**src/rtl/gpio_event_ctrl.sv**
```systemverilog
module gpio_event_ctrl #(
  parameter int NPINS = 30
) (
  input  logic                          clk,
  input  logic                          rst_n,
  input  logic [NPINS-1:0]              pin_i,
  input  logic                          wr_en_i,
  input  logic [1:0]                    wr_sel_i,
  input  logic [((NPINS+7)/8 > 1 ? $clog2((NPINS+7)/8) : 1)-1:0] wr_word_i,
  input  logic [31:0]                   wr_data_i,
  output logic [4*NPINS-1:0]            raw_o,
  output logic [4*NPINS-1:0]            cpu0_stat_o,
  output logic [4*NPINS-1:0]            cpu1_stat_o,
  output logic [1:0]                    irq_o,
  output logic                          wake_o
);
  localparam int NWORDS = (NPINS + 7) / 8;
  localparam int IW     = (NWORDS > 1) ? $clog2(NWORDS) : 1;
  localparam int FW     = 4 * NPINS;

  logic [NPINS-1:0] meta_q, sync_q, prev_q, fall_q, rise_q;
  logic [FW-1:0]    en0_q, en1_q, enw_q;

  always_ff @(posedge clk or negedge rst_n) begin
    if (!rst_n) begin
      meta_q <= '0;
      sync_q <= '0;
      prev_q <= '0;
    end else begin
      meta_q <= pin_i;
      sync_q <= meta_q;
      prev_q <= sync_q;
    end
  end

  for (genvar p = 0; p < NPINS; p++) begin : g_pin
    localparam int W = p / 8;
    localparam int B = 4 * (p % 8);
    logic hit;
    assign hit = wr_en_i && (wr_word_i == IW'(W));

    always_ff @(posedge clk or negedge rst_n) begin
      if (!rst_n) begin
        fall_q[p]        <= 1'b0;
        rise_q[p]        <= 1'b0;
        en0_q[4*p +: 4]  <= '0;
        en1_q[4*p +: 4]  <= '0;
        enw_q[4*p +: 4]  <= '0;
      end else begin
        fall_q[p] <= (prev_q[p] & ~sync_q[p]) |
                     (fall_q[p] & ~(hit && wr_sel_i == 2'd0 && wr_data_i[B+2]));
        rise_q[p] <= (~prev_q[p] & sync_q[p]) |
                     (rise_q[p] & ~(hit && wr_sel_i == 2'd0 && wr_data_i[B+3]));
        if (hit && wr_sel_i == 2'd1) en0_q[4*p +: 4] <= wr_data_i[B +: 4];
        if (hit && wr_sel_i == 2'd2) en1_q[4*p +: 4] <= wr_data_i[B +: 4];
        if (hit && wr_sel_i == 2'd3) enw_q[4*p +: 4] <= wr_data_i[B +: 4];
      end
    end

    assign raw_o[4*p +: 4] = {rise_q[p], fall_q[p], sync_q[p], ~sync_q[p]};
  end

  assign cpu0_stat_o = raw_o & en0_q;
  assign cpu1_stat_o = raw_o & en1_q;
  assign irq_o       = {|cpu1_stat_o, |cpu0_stat_o};
  assign wake_o      = |(raw_o & enw_q);
endmodule

```
**config.mk**
```make
export PLATFORM = sky130hd
export DESIGN_NAME = gpio_event_ctrl
export DESIGN_NICKNAME = d
export VERILOG_FILES = /design/src/rtl/gpio_event_ctrl.sv
export SDC_FILE = /design/constraint.sdc
export NUM_CORES = 1
export LEC_CHECK = 0
export BUFFER_PORTS_ARGS = -buffer_cell sky130_fd_sc_hd__buf_4
export CAP_MARGIN = 30
export CORE_MARGIN = 5
export CORE_UTILIZATION = 30
export CTS_BUF_LIST = sky130_fd_sc_hd__clkbuf_2 sky130_fd_sc_hd__clkbuf_4 sky130_fd_sc_hd__clkbuf_8
export DETAILED_ROUTE_END_ITERATION = 8
export PLACE_DENSITY = 0.6
export SYNTH_ARGS = -nofsm -noshare
export SYNTH_HDL_FRONTEND = slang
export SYNTH_SLANG_ARGS = --single-unit
export TNS_END_PERCENT = 5
```
**constraint.sdc**
```tcl
create_clock -name clk -period 2.2 [get_ports clk]
set_input_delay 0 -clock clk [delete_from_list [all_inputs] [get_ports clk]]
set_output_delay 0 -clock clk [all_outputs]
set_load 0.02 [all_outputs]
```
### Word-level counts from Yosys, hierarchy flattened

Cells that the tools add are included.

* word-level logic and storage cells: 547
* flip-flop bits (word level): 510
* output and inout bits: 363
* input port bits: 69

* bitwise gates (word level): 303
* equality and inequality tests: 6
* reduce and logical (&&, ||, !) cells: 85

Operators with widths (number)
* AND 120 bit: 3
* OR reduction 120 bit: 3
* AND 1 bit: 120
* inverter 1 bit: 120
* logical AND 1 bit: 80
* OR 1 bit: 60
* equality test 2 bit (second input constant): 4
* equality test 2 x 1 -> 1 bit (second input constant): 2
* logical NOT 2 bit: 2

### Longest topological paths before layout

Gate-level depths: netlist of the first run.

* depth after elaboration: 7
* depth in mapped cells: 5
* depth with buffers taken out: 5

### Least setup slack after synthesis of the first run

OpenSTA, ideal clock, no wires.

* kind: register -> output
* from: register rise_q[2] (netlist: raw_o[11])
* to: output port irq_o[0]
* path buffers: 0
* data required time: 2200 ps
* path slack: 43 ps
* stages on the path, launching flop included: 6
* arrival: 2157 ps
* cells stage by stage: dfrtp_1 and2_1 or4_1 or4_1 nor4b_2 nand4_1

* word-level cells in the longest chain between the ends: 2

RTL lines
* from (decl): line 21 `logic [NPINS-1:0] meta_q, sync_q, prev_q, fall_q, rise_q;`
* from (signal, indexed assignment): line 52 `rise_q[p] <= (~prev_q[p] & sync_q[p]) |`
* AND 120 bit: line 63 `assign cpu0_stat_o = raw_o & en0_q;`
* named net cpu0_stat_o[11]: line 12 `output logic [4*NPINS-1:0] cpu0_stat_o,`
* OR reduction 120 bit: line 65 `assign irq_o = {|cpu1_stat_o, |cpu0_stat_o};`
* to (decl): line 14 `output logic [1:0] irq_o,`

The timed path passes the listed nets, and every way through them passes these cells.

### Worst setup path in the final report of the first run

* from: register fall_q[0] (netlist: raw_o[2])
* to: output port irq_o[1]

* word-level cells in the longest chain between the ends: 2

RTL lines
* from (decl): line 21
* from (signal, indexed assignment): line 50 `fall_q[p] <= (prev_q[p] & ~sync_q[p]) |`
* AND 120 bit: line 64 `assign cpu1_stat_o = raw_o & en1_q;`
* OR reduction 120 bit: line 65

Every way passes these cells.

==> results.cfg, run 1 <==
[clock_tree]
h-tree-depth = 3
cts_sinks = 510
clockBufferDepth = 3
clock_latency_ns = 0.68
cts-buffers-inserted = 92
root_buffer = clkbuf_8
cts_tree = done
cts.clk_slew.worst_paths_ns = 0.06

[synth]
syn_inst = 1529
synth_most_common_cell = dfrtp_1
synth-warning-count = 0
synth_enable_flop_cells = 0
netlist.area_leader.share_pct = 61.24
synth_top_cells_by_area = dfrtp_1 61%, mux2_2 19%, and2_1 5.3%
syn-num-nets = 1598
synth_area_per_cell_um2 = 13.63
ys_seq_area_share_pct = 61.24
async_reset_ff_share_pct = 100.0
synth_ff_type = dfrtp_1
yosys.cell_types.count = 41
syn_area_mm2 = 0.02084
ys_seq_elements = 510
synth.largest_area_cell = dfrtp_1
ys_top_cells_by_count = 510 x dfrtp_1, 352 x mux2_2, 175 x and2_1

[timing]
fmaxAchievable_ghz = 0.3408
finalSetupTns_ns = -1.760
rsz0062_at_grt = true
fin_ws_ns = -0.7341
min_period_over_period_pct = 133.4
worst_slew_pin_slew_ns = 0.7624
period_minus_slack_ns = 2.934
maxSlewViolCount = 0
setup_violations = 3
whs_ns = 0.08100
hold_viol_final = 0
slew_headroom_pct = 49.17
skew_ns = 0.02301

[global_routing]
grt_first_pass_wirelength_um = 122900
overflow = 0
antenna_found_initial = 12
track_usage_pct = 22.55
first_global_vias = 17260
grt_max_degree = 77

[floorplan]
die-area_mm2 = 0.07484
initial_core_util_pct = 30.33
rows = 96
ios = 432
die_x_um = 273.6
core_area_mm2 = 0.06871
die_h_um = 273.6

[critical_path]
critPathSlowestCell = or4_4
path_buf_inv = 1
path_cells = and2_4 -> or4_4 -> or4_4 -> nor4b_4 -> nand4_1 -> buf_4
crit_type = flip-flop to primary output
critPathMaxStageDelay_ns = 0.53
cp.required_ns = 2.20
cp_top_family = simple AND/OR/NAND/NOR gates
arrival_ns = 2.93
worst_setup_path_end_kind = primary output
crit_path_start_kind = flip-flop
worstPathMaxFanout = 2
cpMostUsedCell = or4_4

[routing]
drt_iter0_drc = 1000
drc = 0
routed_wl_um = 86450
vias = 16260
vias_per_cell = 4.892
drtPass1Iterations = 5
drtAntennaViolNets = 0
wire_per_inst_um = 26.01

[power_and_ir_drop]
vdd_drop_max_mv = 0.5695
powerDensity_mw_per_mm2 = 976.7
cellLeakagePower_nw = 13.80
p_total_mw = 29.39

[min_path]
hp-class = input pin to flip-flop

[place]
preCtsSetupSlack_ns = -0.1701
place_hpwl_um = 63600
io_buffers = 431
gp_congestion = 0.8619

[outcome]
violations = setup timing
status = finished with violations

[run]
max_cap_violations = 0

[finish]
drive_gt1_share_pct = 51.61
area_growth_pct = 44.38
nets = 2391
==> sequential cells by signal, summed over array words and instances, names as in the netlist <==
register / cells
prev_q: 30
enw_q: 120
en1_q: 120
en0_q: 120
meta_q: 30
sync_q: 30
raw_o: 60
==> where the power goes <==
group | leakage [nW] | total (mW) | internal (mW) | switching (mW)
combinational | 6.76 | 7.95 | 3.86 | 4.09
sequential | 6.00 | 11.9 | 11.1 | 0.842
clock | 1.04 | 9.54 | 5.53 | 4.02
==> worst paths after layout <==
path | startpoint | to | slack (ns) | cells after the start
max | raw_o[2] | irq_o[1] | -0.73 | 6
min | wr_sel_i[1] | raw_o[43] | 0.08 | 6
max reg2reg | sync_q[10] | raw_o[42] | 0.96 | 3
min reg2reg | meta_q[0] | sync_q[0] | 0.33 | 0
max in group asynchronous | rst_n | raw_o[54] | 0.76 | 4
min in group asynchronous | rst_n | en1_q[40] | 0.48 | 3
==> worst min-delay path: cells and delay by family <==
kind / cells / cell delay [ns]
AO/OA/AOI/OAI: 1 / 0.10
buffers and inverters: 2 / 0.28
AND/OR/NAND/NOR: 3 / 0.34
==> routing by layer <==
metal | GRT usage, % | vias up | share of wire [%]
li1 | - | 7014 | -
met1 | 30.01 | 8479 | 42
met2 | 36.22 | 630 | 47
met3 | 5.531 | 132 | 6.8
met4 | 7.646 | 0 | 3.6
met5 | 0 | - | 0
==> area by class of cell <==
class / count / area, um^2
Antenna cell: 5 / 12.51
Clock buffer: 141 / 1797
Clock inverter: 18 / 181.4
Fill cell: 6438 / 38620
Inverter: 32 / 120.1
Multi-Input combinational cell: 919 / 7866
Sequential cell: 510 / 12770
Tap cell: 931 / 1165
Timing Repair Buffer: 767 / 6182
==> per-stage QoR <==
| step | utilization (%) | instance area [um^2] | cells |
|---|---|---|---|
| after floorplan | - | 20840 | 1529 |
| after global placement | 39.14 | 26890 | 3052 |
| after detailed placement | 39.14 | 26890 | 3052 |
| after CTS | 43.70 | 30030 | 3318 |
| after global routing | 43.78 | 30080 | 3320 |
| final | 43.80 | 30090 | 3323 |
==> layout by cell type, fill, tap and decap left out, drive strengths merged, types with 3 or more instances in the layout <==
cell type and instances:
inv 33, clkinvlp 5, or4 8, or2 10, diode 5, nor2b 58, nand2 67, nand3 3
dfrtp 510, clkbuf 141, nor2 22, mux2 358, a22oi 28, bufinv 3, a22o 34, or4b 6
buf 667, or3 3, and2 180, clkinv 9, nand4 20, dlygate4sd3 100, nor4 45, a221oi 4
o2bb2ai 30, mux2i 22
==> cells by family (layout without fill, tap and decap cells) <==
group	count (synthesis)	in the layout	synth area share, %
DFF	510	510	61.24
and+or+nand+nor	439	439	12.54
muxes	380	380	20.40
AOI/OAI and AO/OA	100	100	4.004
buffers and inverters	100	958	1.825
other	0	5	0
==> what timing repair did <==
action | 4_1_cts | 5_1_grt
resized for setup | 23 | 10
setup endpoints to repair | 3 | 3
buffers inserted | 7 | 0
hold buffers | 100 | 0
pin swaps | 12 | 5
endpoints found under the hold margin | 960 | 0
No activity file was read; power rests on OpenSTA's default activity.
==> run 2, diff against run 1 <==
Settings changed: PLACE_DENSITY 0.6 to 0.49.
==> results.cfg, run 2 (synthesis results as in run 1) <==
[global_routing]
first_global_vias = 17540
antenna_found_initial = 8
grt_first_pass_wirelength_um = 123700
track_usage_pct = 22.75
grt_max_degree = 73
overflow = 0

[outcome]
violations = setup timing
status = finished with violations

[critical_path]
startpoint = raw_o[14]
crit_path_start_kind = flip-flop
critPathSlowestCell = or4_1
worstPathMaxFanout = 4
cp.required_ns = 2.20
arrival_ns = 2.94
reg2regPathDepth = 3
critPathMaxStageDelay_ns = 0.52
reg2reg_from = enw_q[116]
crit_type = flip-flop to primary output
worst_setup_path_end_kind = primary output
path_cells = and2_1 -> or4_1 -> or4_4 -> nor4b_4 -> nand4_1 -> buf_4

[finish]
nets = 2394
area_growth_pct = 45.61
fillers = 6418
top_regs = en0_q (120), en1_q (120), enw_q (120)
fin_area_mm2 = 0.03035
utilization_pct = 44.17
final_common_cell = buf_4
final_cell_mix = 656 x buf_4, 504 x dfrtp_1, 352 x mux2_2
drive_gt1_share_pct = 52.10

[timing]
period_minus_slack_ns = 2.937
hold_viol_final = 0
finalSetupTns_ns = -1.759
whs_ns = 0.08475
slew_headroom_pct = 64.57
fin_ws_ns = -0.7373
fmaxAchievable_ghz = 0.3405
rsz0062_at_grt = true
worst_slew_pin_slew_ns = 0.5303
min_period_over_period_pct = 133.5
maxSlewViolCount = 0
skew_ns = 0.03134
setup_violations = 3

[place]
place_area_mm2 = 0.02695
io_buffers = 431
place_hpwl_um = 63780
gp_congestion = 0.8545

[routing]
drtPass1Iterations = 4
vias = 16130
drtAntennaViolNets = 0
drt_iter0_drc = 911
routed_wl_um = 86540
wire_per_inst_um = 25.95
vias_per_cell = 4.836
drc = 0

[clock_tree]
cts_tree = done
cts_sinks = 510
cts-buffers-inserted = 90
clock_latency_ns = 0.68
root_buffer = clkbuf_8
cts.clk_slew.worst_paths_ns = 0.06
clockBufferDepth = 3
h-tree-depth = 3

[floorplan]
die_h_um = 273.6
initial_core_util_pct = 30.33
die_x_um = 273.6
die-area_mm2 = 0.07484
rows = 96
core_area_mm2 = 0.06871
ios = 432

[power_and_ir_drop]
powerDensity_mw_per_mm2 = 990.4
cellLeakagePower_nw = 13.92
vdd_drop_max_mv = 0.5012

[min_path]
hp-class = input pin to async pin

[run]
max_cap_violations = 0
run 2: through the flow:
| step | cells | power, mW | worst slack (ns) |
|---|---|---|---|
| global placement | 3060 | 19.60 | -0.1859 |
| floorplan | 1529 | 15.74 | 0.04343 |
| finish | 3335 | 30.06 | -0.7373 |
| detailed placement | 3060 | 19.76 | -0.2214 |
| global route | 3333 | 31.49 | -0.8142 |
| CTS | 3332 | 30.41 | -0.7904 |
run 2: per-layer routing:
layer / GRT usage [%] / vias to the layer above / wire length, um
met5: 0 / - / 0
met4: 7.912 / 0 / 2867
met3: 5.873 / 139 / 5722
met2: 36.98 / 524 / 40640
met1: 29.63 / 8435 / 37310
li1: - / 7029 / -
run 2: worst max-delay path: cells and delay by family, from the launching register on:
kind                   cells  cell delay (ns)
buffers and inverters      1             0.23
DFF                        1             0.41
and+or+nand+nor            5             1.64
run 2: worst paths after layout:
path,slack [ns],end
setup / recovery,-0.74,irq_o[1]
hold / removal,0.08,en1_q[115]
setup reg to reg,0.98,enw_q[116]
hold reg to reg,0.34,sync_q[28]
max in group asynchronous,1.64,en0_q[62]
min in group clk,0.10,enw_q[96]
run 2: what timing repair did:
action                                 in CTS  in global routing
hold buffers                              103                  0
setup buffers                               1                  0
endpoints found under the hold margin     960                  0
pin swaps                                   6                  2
gates resized for setup                    30                 11
setup endpoints to repair                   3                  3
run 2: final cells by class:
type	instances	area [um^2]	share of cell area, %
flip-flops and latches	510	12770	42.08
inverters	32	120.1	0.3958
clock inverters	29	340.3	1.121
diodes	3	7.507	0.02474
repair buffers	772	6228	20.52
clock buffers	139	1800	5.933
well taps	931	1165	3.838
multi-input cells	919	7916	26.09
run 2: where the power goes:
group	leakage (nW)	internal [mW]	switching, mW
clock	1.13	6.06	4.16
sequential	6.00	11.1	0.838
combinational	6.80	3.89	4.05
total	13.9	21.0	9.05
